<file path="src/rtl/f2h_pkg.sv">
package f2h_pkg;
    // source format
    localparam int SW     = 32;
    localparam int SE     = 8;
    localparam int SF     = 23;
    // destination format
    localparam int HW     = 16;
    localparam int HE     = 5;
    localparam int HF     = 10;
    // derived
    localparam int DROP   = SF - HF;                 // first kept fraction bit
    localparam int SBIAS  = (1 << (SE - 1)) - 1;
    localparam int HBIAS  = (1 << (HE - 1)) - 1;
    localparam int HMIN_E = 1 - HBIAS;               // lowest normal exponent
    localparam int HSUB_E = HMIN_E - HF;             // lowest subnormal exponent
    localparam int HOVF_E = HBIAS + 1;               // first overflowing exponent

    typedef enum logic [2:0] {
        RM_NEAR_EVEN = 3'd0,
        RM_TRUNC     = 3'd1,
        RM_NEG_INF   = 3'd2,
        RM_POS_INF   = 3'd3,
        RM_NEAR_MAX  = 3'd4
    } rmode_e;

    typedef struct packed {
        logic          vld;
        logic [HW-1:0] half;
    } ostage_t;
endpackage

</file>
<file path="src/rtl/f2h_round_inc.sv">
module f2h_round_inc
    import f2h_pkg::*;
(
    input  logic          sign,
    input  logic [SE-1:0] exp,
    input  logic [DROP:0] tail,   // tail[DROP] is the kept LSB
    input  logic [2:0]    rmode,
    output logic          inc
);
    logic guard, low_any, all_any, exp_ok;

    always_comb begin
        guard   = tail[DROP-1];
        low_any = |tail[DROP-2:0];
        all_any = |tail[DROP-1:0];
        exp_ok  = (exp != '0) && (exp != '1);
        inc     = 1'b0;
        if (exp_ok) begin
            case (rmode)
                RM_NEAR_EVEN: inc = guard && (tail[DROP] || low_any);
                RM_POS_INF:   inc = all_any && !sign;
                RM_NEG_INF:   inc = all_any && sign;
                default:      inc = 1'b0;   // truncate, near-max and spare codes
            endcase
        end
    end
endmodule

</file>
<file path="src/rtl/f2h_pack.sv">
module f2h_pack
    import f2h_pkg::*;
(
    input  logic [SW-1:DROP] hi,      // rounded word, bits above the dropped tail
    input  logic             nan_in,  // operand was a NaN
    output logic [HW-1:0]    half
);
    logic          sign;
    logic [SE-1:0] exp;
    logic [HF-1:0] frac;
    logic [HF:0]   mant;
    int            e;
    int            shamt;

    always_comb begin
        sign  = hi[SW-1];
        exp   = hi[SW-2 -: SE];
        frac  = hi[DROP+HF-1 : DROP];
        mant  = {1'b1, frac};
        e     = int'(exp) - SBIAS;
        shamt = HMIN_E - e;
        if (exp == '1) begin
            half = {sign, {HE{1'b1}}, frac};
            if (nan_in && (frac == '0))
                half[HF-1] = 1'b1;
        end else if (e < HSUB_E) begin
            half = {sign, {(HW-1){1'b0}}};
        end else if (e < HMIN_E) begin
            half = {sign, {HE{1'b0}}, HF'(mant >> shamt)};
        end else if (e < HOVF_E) begin
            half = {sign, HE'(e + HBIAS), frac};
        end else begin
            half = {sign, {HE{1'b1}}, {HF{1'b0}}};
        end
    end
endmodule

</file>
<file path="src/rtl/f2h_narrow.sv">
module f2h_narrow
    import f2h_pkg::*;
(
    input  logic          clk,
    input  logic          rst_n,
    input  logic          in_valid,
    output logic          in_ready,
    input  logic [SW-1:0] in_word,
    input  logic [2:0]    in_rmode,
    output logic          out_valid,
    input  logic          out_ready,
    output logic [HW-1:0] out_half
);
    logic          inc;
    logic          nan_in;
    logic [SW-1:0] rnd_word;
    logic [HW-1:0] res;
    ostage_t       st_d, st_q;

    f2h_round_inc u_inc (
        .sign  (in_word[SW-1]),
        .exp   (in_word[SW-2 -: SE]),
        .tail  (in_word[DROP:0]),
        .rmode (in_rmode),
        .inc   (inc)
    );

    always_comb begin
        rnd_word = in_word + (SW'(inc) << DROP);
        nan_in   = (&in_word[SW-2 -: SE]) && (|in_word[SF-1:0]);
    end

    f2h_pack u_pack (
        .hi     (rnd_word[SW-1:DROP]),
        .nan_in (nan_in),
        .half   (res)
    );

    always_comb begin
        in_ready = !st_q.vld || out_ready;
        st_d     = st_q;
        if (in_valid && in_ready) begin
            st_d.vld  = 1'b1;
            st_d.half = res;
        end else if (out_ready) begin
            st_d.vld  = 1'b0;
        end
    end

    always_ff @(posedge clk) begin
        if (!rst_n) st_q <= '0;
        else        st_q <= st_d;
    end

    assign out_valid = st_q.vld;
    assign out_half  = st_q.half;
endmodule

</file>
<file path="config.mk">
export PLATFORM = sky130hd
export DESIGN_NAME = f2h_narrow
export DESIGN_NICKNAME = d
export VERILOG_FILES = /design/src/rtl/f2h_pkg.sv /design/src/rtl/f2h_round_inc.sv /design/src/rtl/f2h_pack.sv /design/src/rtl/f2h_narrow.sv
export SDC_FILE = /design/constraint.sdc
export NUM_CORES = 1
export LEC_CHECK = 0
export BUFFER_PORTS_ARGS = -buffer_cell sky130_fd_sc_hd__buf_4
export CORE_MARGIN = 1.5
export CORE_UTILIZATION = 45
export DETAILED_ROUTE_END_ITERATION = 10
export GPL_ROUTABILITY_DRIVEN = 0
export PLACE_DENSITY = 0.68
export SLEW_MARGIN = 20
export SYNTH_ARGS = -nofsm -noshare
export SYNTH_HDL_FRONTEND = slang
export SYNTH_SLANG_ARGS = --single-unit
</file>
<file path="constraint.sdc">
create_clock -name clk -period 6.1 [get_ports clk]
set_input_delay 0.61 -clock clk [delete_from_list [all_inputs] [get_ports clk]]
set_output_delay 0.61 -clock clk [all_outputs]
set_load 0.01 [all_outputs]
</file>
* Word-level counts from Yosys, hierarchy flattened *
Cells that the tools add are included.

storage, ports and cells
  word-level logic and storage cells = 42
  output and inout bits = 18
  bits in registers = 17
  input port bits = 39

cells by class
  order comparisons = 3
  equality and inequality tests = 4
  shift operators = 1
  mux-type cells = 9
  reductions and logical operators = 19
  $add $sub $neg = 4

operators with widths
  operator                                             count
  2-to-1 mux 15 bit                                    4
  adder 32 x 14 -> 32 bit                              1
  right shift 11 x 32 -> 10 bit                        1
  OR reduction 23 bit                                  1
  < comparator 9 x 6 -> 1 bit (second input constant)  2
  OR reduction 13 bit                                  1
  OR reduction 12 bit                                  1
  zero test 10 bit                                     1
  subtractor 5 x 9 -> 10 bit (first input constant)    1
  < comparator 9 x 5 -> 1 bit (second input constant)  1
  subtractor 8 x 7 -> 9 bit (second input constant)    1
  == test 8 bit (second input constant)                1
  != test 8 bit (second input constant)                1
  AND reduction 8 bit                                  1
  nonzero test 8 bit                                   1
  logical AND 1 bit                                    7
  == test 3 x 2 -> 1 bit (second input constant)       2
  adder 5 bit (second input constant)                  1
  2-to-1 mux 1 bit                                     4
  zero test 3 bit                                      1
  case mux 1 bit (3 select lines)                      1
  zero test 1 bit                                      2
  logical OR 1 bit                                     2
  nonzero test 2 bit                                   1

* Logic depth before layout (Yosys ltp) *
Gate-level depths: netlist of the first run.

  depth in word-level cells = 12
  gate-level depth with buffers = 24
  depth with buffers taken out = 20

* Hierarchy *
A second synthesis of the first run with hierarchy kept.

second synthesis, totals
  cell total of the unflattened synthesis = 342
  area total of the unflattened synthesis = 2562.5 µm²

by module, submodules not included
  module         instances  seq. area each (µm²)  area each (µm²)  cells each
  f2h_pack       1          0.0                   1370.1           192
  f2h_narrow     1          340.3                 1076.0           134
  f2h_round_inc  1          0.0                   116.4            16

* Worst setup path before layout of the first run *
No wires, ideal clock.

  kind = in2reg
  start = input in_word[26]
  end = register st_q (netlist bit out_half[0])
  library setup time = 0.074 ns
  arrival time = 5.118 ns
  setup slack = 0.908 ns
  data required time = 6.026 ns
  cell stages on the path = 23
  cell sequence = clkbuf_1 and4_1 and3_1 nand3_1 nand3_1 nor3_1 ha_1 ha_1 and3_1 buf_2 nand3_2 xnor2_2 clkbuf_1 ha_1 and2_1 mux2_2 a32o_1 a211oi_2 nand4b_1 o2bb2ai_4 a21oi_1 or3_1 a31oi_1

on the way
  cells in the longest elaborated chain, start to end = 10

RTL lines
  what                                                                              line                            text
  start, declared                                                                   f2h_narrow.sv:8                 input logic [SW-1:0] in_word,
  != test 8 bit / nonzero test 8 bit (equally long branches)                        f2h_round_inc.sv:16             exp_ok = (exp != '0) && (exp != '1);
  logical AND 1 bit                                                                 f2h_round_inc.sv:16
  2-to-1 mux 1 bit                                                                  f2h_round_inc.sv:18             if (exp_ok) begin
  adder 32 x 14 -> 32 bit (*)                                                       f2h_narrow.sv:29                rnd_word = in_word + (SW'(inc) << DROP);
  subtractor 8 x 7 -> 9 bit                                                         f2h_pack.sv:20                  e = int'(exp) - SBIAS;
  subtractor 5 x 9 -> 10 bit / < comparator 9 x 6 -> 1 bit (equally long branches)  f2h_pack.sv:21, f2h_pack.sv:30
  right shift 11 x 32 -> 10 bit / 2-to-1 mux 15 bit (equally long branches)         f2h_pack.sv:29, f2h_pack.sv:30
  2-to-1 mux 15 bit                                                                 f2h_pack.sv:28                  end else if (e < HMIN_E) begin
  2-to-1 mux 15 bit                                                                 f2h_pack.sv:26                  end else if (e < HSUB_E) begin
  2-to-1 mux 15 bit (*)                                                             f2h_pack.sv:22                  if (exp == '1) begin
  end signal, assigned                                                              f2h_narrow.sv:52                else st_q <= st_d;
  end, declared                                                                     f2h_narrow.sv:18                ostage_t st_d, st_q;

Every way passes the cells marked *; elsewhere a longest branch is shown, timed or not.
A chain may end at the register's enable or synchronous reset.

* Final worst setup path of the first run *
  start = input in_word[23]
  end = register st_q (netlist bit out_half[0])

The elaborated chain is that of the path after synthesis.

==> qor.csv, run 1 <==
metric,value,unit
layout_setup_ws,1.03,ns
cts-root-buf,clkbuf_8,
nets,430,
drv_slew,0,
fin_crit,5.07,ns
wirelength,7400,um
worstRegToRegCells,5,
initial_core_util,46.4,%
yosysUniqueCellTypes,69,
fmax,0.197,GHz
area_growth,19.6,%
dp_hpwl,6000,um
cp-startpoint,in_word[23],
worstReg2RegStart,out_valid,
cts.clk_slew.worst_paths,0.06,ns
ys_ff_latch,17,
avgSynthCellArea,7.45,sq um
diodes,0,
place_ws,0.828,ns
crit_fanout,14,
post-cts-setup-buffer-count,0,
grt_max_degree,20,
grt-busiest-layer,met2,
clockBufferDepth,2,
comb_power_share,47.7,%
num_io_pins,57,
grt_antenna_before_repair,0,
tns,0,ns
hp-class,reg -> reg,
finClkSkew,0.00437,ns
viasPerCell,6.25,
power.switching,149,uW
tightest_slew,0.730,ns
final_cell_mix,"buf_4 (60), nor2_1 (26), a21oi_1 (25), nand2_1 (25), o21ai_0 (22)",
final_common_cell,buf_4,
cts_hold_buf,0,
synth_edf_count,0,
period_share,83.2,%
ff2ff_setup_slack,4.32,ns
gr-total-overflow,0,
firstDrtPassIters,5,
drc_errors,0,
use_met1,32.1,%
netSwitchingFraction,38.1,%
netlist_area,2540,sq um
power_density,128,nW/um^2
ys.flop_type,dfxtp_1,
clock_sinks,17,
cp-end-kind,register,
leakagePower,0.00117,uW
stdcell_count,457,
seq_power_share,31.0,%
internal_power,241,uW
min_path_cells,1,
synth-async-reset-ratio,0,%
maxCapViolations,0,
grt_pass1_wl,11900,um
fillers,556,
synth_top_cell_area_share,13.4,%
chipWidth,78.1,um
synth_top_cell_by_area,dfxtp_1,
setup_viol,0,
grt_pass1_vias,2510,
worstPathArrival,5.26,ns
detail-route-antenna-nets,0,
grt_setup_unrepaired,no,
crit_end,out_half[0],
wl_per_cell,16.2,um
synth_nets,385,
timing.rr.end,out_half[2],
cts_buffers,3,
rows,27,
tritoncts,built,
dieArea,6110,sq um
dp.cells,453,
cp-start-kind,input pin,
htreeDepth,1,
layout-drive-gt1-share,23.6,%
first_iter_violations,248,
hold_start,out_half[7],
holdWs,0.504,ns
outcome,"finished, final reports clean",
met3_usage,3.60,%
core_area,5470,sq um
gr-usage-met2,40.3,%
required,6.28,ns
slew_headroom,51.1,%
ys.warnings.count,0,
die_height,78.1,um
io_buffers,56,
synthTopCellsByArea,"dfxtp_1 (13%), xnor2_1 (6.5%), a21oi_1 (4.9%), o21ai_0 (4.3%), nor2_1 (3.8%)",
ctsResizeCount,0,
fin_util,55.6,%
path_class,in -> reg,
ir_drop,97.9,uV
final-hold-violation-count,0,
clockPowerShare,21.3,%
via_count,2857,
synthCells,341,
clock_latency,0.25,ns
grt_usage,24.2,%
ys_seq_area_share,13.4,%
power by group through the flow:
stage / Sequential (uW) / Combinational [uW] / Clock (uW)
final: 121 / 186 / 83.0
after global routing: 122 / 202 / 91.6
after CTS: 121 / 183 / 85.8
after detailed placement: 124 / 182 / 0
after global placement: 123 / 182 / 0
after floorplan: 126 / 116 / 0
cells in the mapped netlist (5+ instances only):
cell type and instances:
dfxtp_1 17, xnor2_1 19, nand3_1 14, nor4_1 11, ha_1 5, o211a_1 5, nor2b_1 8, nor3_1 11
xor2_1 8, nand2_1 25, nand4_1 6, a31oi_1 10, mux2i_1 5, clkbuf_1 13, a21oi_1 25, inv_1 5
and3_1 5, nor2_1 26, a211oi_1 10, buf_2 6, o21ai_0 22
flip-flops by register name, summed over array words and instances (netlist names):
register and flops:
out_half 16, out_valid 1
routing by layer:
metal  part of all wire, %  up-vias
met4                   2.3        0
met5                     0        -
li1                      -     1402
met2                    45      139
met1                    45     1298
met3                   6.8       18
worst min-delay path by stage:
stage / end / slack [ns]
after floorplan: out_half[10] / 0.53
after global placement: out_half[4] / 0.48
after detailed placement: out_half[7] / 0.49
after CTS: out_half[7] / 0.51
after global routing: out_half[7] / 0.51
final: out_half[7] / 0.50
area by class of cell:
type	count	area, sq um	share of cell area (%)
repair buffers	60	450	14.8
multi-input cells	297	2090	68.7
inverters	7	26.3	0.864
clock buffers	4	45.0	1.48
well taps	72	90.1	2.96
flip-flops and latches	17	340	11.2
worst max-delay path, stage by stage:
cell and delay, ns:
buf_4 0.17, and4_1 0.20, and3_1 0.19, nand3_1 0.14, nand3_1 0.09, nor3_1 0.14
ha_1 0.28, ha_1 0.25, and3_1 0.32, nand3_2 0.19, xnor2_2 0.18, ha_1 0.24
and2_1 0.19, mux2_2 0.33, and3_1 0.20, o31ai_1 0.35, nand4b_1 0.23, o2bb2ai_4 0.31
a21oi_1 0.12, or3_1 0.36, a31oi_1 0.16
cells by family (layout without fill, tap and decap cells):
group | count (synthesis) | after routing | share of synthesized area (%)
AOI/OAI and AO/OA | 114 | 114 | 31.6
muxes | 9 | 9 | 3.74
buffers and inverters | 27 | 71 | 4.43
DFF | 17 | 17 | 13.4
and+or+nand+nor | 138 | 138 | 32.3
xor gates and xnor gates | 31 | 31 | 12.1
adders and majority gates | 5 | 5 | 2.46
metrics by stage:
stage / cell area (sq um) / total power (uW)
final: 3040 / 390
after global routing: 3040 / 415
after CTS: 3040 / 390
after detailed placement: 3000 / 306
after global placement: 3000 / 305
after floorplan: 2540 / 243
Power figures use the tool's default switching activity.
==> run 2, diff against run 1 <==
Clock period 6.1 ns to 4.9 ns, I/O delays scaled along.
==> qor.csv, run 2 (synthesis gave the netlist of run 1 again) <==
metric,value,unit
final_common_cell,buf_4,
drv_slew,0,
die_height,78.1,um
final-hold-violation-count,0,
clockBufferDepth,2,
worst-path-buf-inv,2,
holdWs,0.496,ns
io_buffers,56,
finClkSkew,0.000785,ns
fmax,0.218,GHz
dp_hpwl,6270,um
seqCellArea,340,sq um
grt_pass1_vias,2880,
nets,440,
core_area,5470,sq um
cp-start-kind,input pin,
place_ws,0.102,ns
cts-root-buf,clkbuf_8,
worstPathArrival,4.78,ns
fillers,521,
outcome,"finished, final reports clean",
required,5.09,ns
critical_path.slowest_cell,or3_1,
cts_buffers,3,
htreeDepth,1,
crit_fanout,12,
grt_max_degree,20,
maxCapViolations,0,
grt_usage,27.5,%
hp-class,in -> reg,
hold_start,in_valid,
wirelength,8010,um
final_cell_mix,"buf_4 (70), nor2_1 (26), a21oi_1 (25), nand2_1 (25), o21ai_0 (22)",
dieArea,6110,sq um
slew_headroom,59.3,%
grt_setup_unrepaired,no,
tns,0,ns
tritoncts,built,
cp-startpoint,in_word[25],
multiInputGateArea,2110,sq um
min_path_cells,3,
via_count,2981,
area_growth,23.5,%
p_total,501,uW
clock_sinks,17,
path_class,in -> reg,
cp_num_cells,21,
cts_hold_buf,0,
chipWidth,78.1,um
worstRegToRegCells,5,
num_io_pins,57,
detail-route-antenna-nets,0,
rows,27,
clock_latency,0.26,ns
power_density,160,nW/um^2
largest_reg_flops,16,
drc_errors,0,
period_share,93.7,%
worstReg2RegStart,out_valid,
slowest_delay,0.35,ns
cp-end-kind,register,
initial_core_util,46.4,%
grt_pass1_wl,13500,um
gr-total-overflow,0,
cp_top_family,simple AND/OR/NAND/NOR gates,
path_cells,buf_4 -> and4_1 -> and3_1 -> nand3_1 -> nand3_1 -> nor3_1 -> ha_2 -> nand4_4 -> nor4_2 -> xnor2_1 -> inv_2 -> ha_2 -> and2_1 -> mux2_2 -> a32o_1 -> a211oi_2 -> nand4b_1 -> o2bb2ai_4 -> a21oi_1 -> or3_1 -> a31oi_1,
layout-drive-gt1-share,26.6,%
wl_per_cell,17.2,um
grt_antenna_before_repair,0,
place_area,3080,sq um
cts.clk_slew.worst_paths,0.07,ns
fin_crit,4.59,ns
viasPerCell,6.38,
first_iter_violations,249,
firstDrtPassIters,5,
tightest_slew,0.606,ns
diodes,0,
setup_viol,0,
leakagePower,0.00121,uW
layout_setup_ws,0.307,ns
fin_area,3140,sq um
ir_drop,116,uV
==> run 2: changes by cell type in the layout (fill, tap and decap cells not counted) <==
cell     change
o31ai_2      -1
ha_1         -3
buf_4       +10
ha_2         +3
nor4_1       -1
nor4_2       +1
o31ai_4      +1
==> run 2: layout make-up <==
type | instances | area share (%)
clock buffers | 4 | 1.44
inverters | 7 | 0.837
multi-input cells | 297 | 67.3
flip-flops and latches | 17 | 10.8
well taps | 72 | 2.87
repair buffers | 70 | 16.7
==> run 2: per-stage QoR <==
step / util, % / cells
CTS: 57.0 / 466
detailed placement: 56.2 / 462
floorplan: - / 341
finish: 57.3 / 467
global placement: 56.2 / 462
global route: 57.3 / 467
==> run 2: metal layers <==
layer | routed length, um | share of wire [%] | global-route usage, % | vias to the layer above
met5 | 0 | 0 | 0 | -
met4 | 183 | 2.3 | 9.29 | 0
met3 | 566 | 7.1 | 3.84 | 23
met2 | 3700 | 46 | 44.6 | 146
met1 | 3560 | 44 | 37.4 | 1400
li1 | - | - | - | 1412
==> run 2: worst register-to-register path: stages, from the launching register on <==
cell and delay (ns):
dfxtp_1 0.31, nand2b_1 0.11, and2_1 0.54, nand2_1 0.17, nor4b_1 0.40, a32o_1 0.17
==> run 2: report_power, final <==
part           internal [uW]  switching (uW)
combinational            101             140
clock                   57.9            51.3
sequential               146            4.03
==> run 2: worst paths after layout <==
kind	to	slack, ns
min reg2reg	out_half[2]	0.50
max reg2reg	out_half[2]	3.14
min	out_valid	0.50
max	out_half[0]	0.31
==> run 2: repair_timing <==
action	CTS	global route
endpoints found under the setup margin	0	8
setup buffers	0	1
resized for setup	0	1
==> run 3, diff against run 2 <==
Settings changed: CORE_ASPECT_RATIO set to 1.2.
==> qor.csv, run 3 (synthesis gave the netlist of run 1 again) <==
metric,value,unit
outcome,"finished, final reports clean",
detail-route-antenna-nets,0,
grt_antenna_before_repair,0,
critPathMostFrequentCell,ha_2,
htreeDepth,1,
dieArea,6110,sq um
met1_length,3360,um
grt_pass1_vias,2681,
maxCapViolations,0,
timing.rr.end,out_half[6],
top_layer_used,met4,
final_common_cell,buf_4,
cts.clk_slew.worst_paths,0.07,ns
slowest_delay,0.36,ns
hold_start,in_valid,
cp-end-kind,register,
first_iter_violations,225,
ir_drop,87.0,uV
cts_buffers,3,
leakagePower,0.00123,uW
worstPathArrival,4.76,ns
wirelength,7780,um
worstRegToRegCells,6,
diodes,0,
initial_core_util,47.3,%
drv_slew,0,
cp-start-kind,input pin,
path_class,in -> reg,
tritoncts,built,
via_count,2887,
cts-root-buf,clkbuf_8,
path_cells,buf_4 -> and4_1 -> and3_1 -> nand3_1 -> nand3_1 -> nor3_2 -> ha_2 -> ha_2 -> and3_1 -> nand3_2 -> xnor2_2 -> ha_2 -> nor2b_1 -> mux2_2 -> nand4_1 -> xnor2_2 -> nor4_4 -> o21bai_1 -> nor2_1 -> buf_4 -> o221ai_1 -> o211a_1,
required,5.10,ns
die_height,85.3,um
ff2ff_setup_slack,3.18,ns
tightest_slew,0.698,ns
grt_pass1_wl,12600,um
final-hold-violation-count,0,
holdWs,0.498,ns
period_share,92.9,%
fin_crit,4.55,ns
power_density,157,nW/um^2
fmax,0.220,GHz
slew_headroom,53.2,%
dp_hpwl,6160,um
viasPerCell,6.29,
final_cell_mix,"buf_4 (71), a21oi_1 (25), nor2_1 (25), nand2_1 (25), o21ai_0 (22)",
area_growth,24.9,%
grt_max_degree,20,
setup_viol,0,
crit_fanout,8,
grt_setup_unrepaired,no,
largest_reg_flops,16,
clockBufferDepth,2,
clock_sinks,17,
num_io_pins,57,
tns,0,ns
drc_errors,0,
worstReg2RegStart,out_valid,
wl_met3,469,um
rows,29,
firstDrtPassIters,8,
clock_latency,0.25,ns
io_buffers,56,
chipWidth,71.6,um
finClkSkew,0.00534,ns
hp-class,in -> reg,
min_path_cells,3,
critical_path.slowest_cell,nor4_4,
fin_util,59.1,%
hold_end,out_valid,
core_area,5370,sq um
nets,442,
wl_per_cell,17.0,um
wl_met2,3790,um
grt_usage,25.1,%
cts_hold_buf,0,
gr-total-overflow,0,
layout-drive-gt1-share,28.2,%
## run 3: changes by cell type in the layout (fill, tap and decap cells not counted), sizes merged
cell	previous run	this run
o2bb2ai	2	3
clkbuf	4	3
clkinv	0	1
buf	70	71
## run 3: critical path: cells and delay by family
| kind | cells | cell delay [ns] |
|---|---|---|
| adder cells (fa/ha/maj) | 3 | 0.72 |
| buffers and inverters | 2 | 0.31 |
| XOR/XNOR | 2 | 0.45 |
| AO/OA/AOI/OAI | 3 | 0.62 |
| multiplexers | 1 | 0.29 |
| AND/OR/NAND/NOR | 11 | 1.88 |
## run 3: worst max-delay path by stage
stage | startpoint | endpoint | slack (ns) | cells past startpoint
3_3_place_gp | in_word[26] | out_half[0] | 0.21 | 21
4_1_cts | in_word[26] | out_half[0] | 0.36 | 21
6_report | in_word[26] | out_half[3] | 0.35 | 22
3_5_place_dp | in_word[26] | out_half[0] | 0.11 | 21
5_1_grt | in_word[1] | out_half[7] | 0.02 | 21
2_1_floorplan | in_word[26] | out_half[0] | 0.008 | 23
## run 3: power breakdown
part           switching (uW)  leakage (uW)  internal, uW  total (uW)
logic                     141       0.00107           103         244
registers                4.24      0.000140           146         151
clock network            47.9     0.0000255          56.5         104
## run 3: per-stage QoR
stage	cell area (sq um)	instances	total power (uW)	setup slack, ns
3_3_place_gp	3070	453	385	0.205
2_1_floorplan	2560	341	303	0.00804
4_1_cts	3120	457	489	0.360
6_report	3170	459	499	0.346
3_5_place_dp	3070	453	386	0.114
5_1_grt	3170	459	527	0.0157
## run 3: area by class of cell
cell class	instances	area (sq um)
Multi-Input combinational cell	298	2150
Inverter	7	26.3
Clock buffer	3	41.3
Fill cell	524	2200
Timing Repair Buffer	71	533
Tap cell	62	77.6
Clock inverter	1	5.00
Sequential cell	17	340
## run 3: layer usage
metal | up-vias | GRT usage (%)
met5 | - | 0
met4 | 0 | 9.26
met3 | 20 | 2.73
met2 | 149 | 42.2
met1 | 1297 | 32.8
li1 | 1421 | -
## run 3: what timing repair did
action	4_1_cts	5_1_grt
endpoints found under the setup margin	0	6
setup buffers	0	1
gates resized for setup	0	6
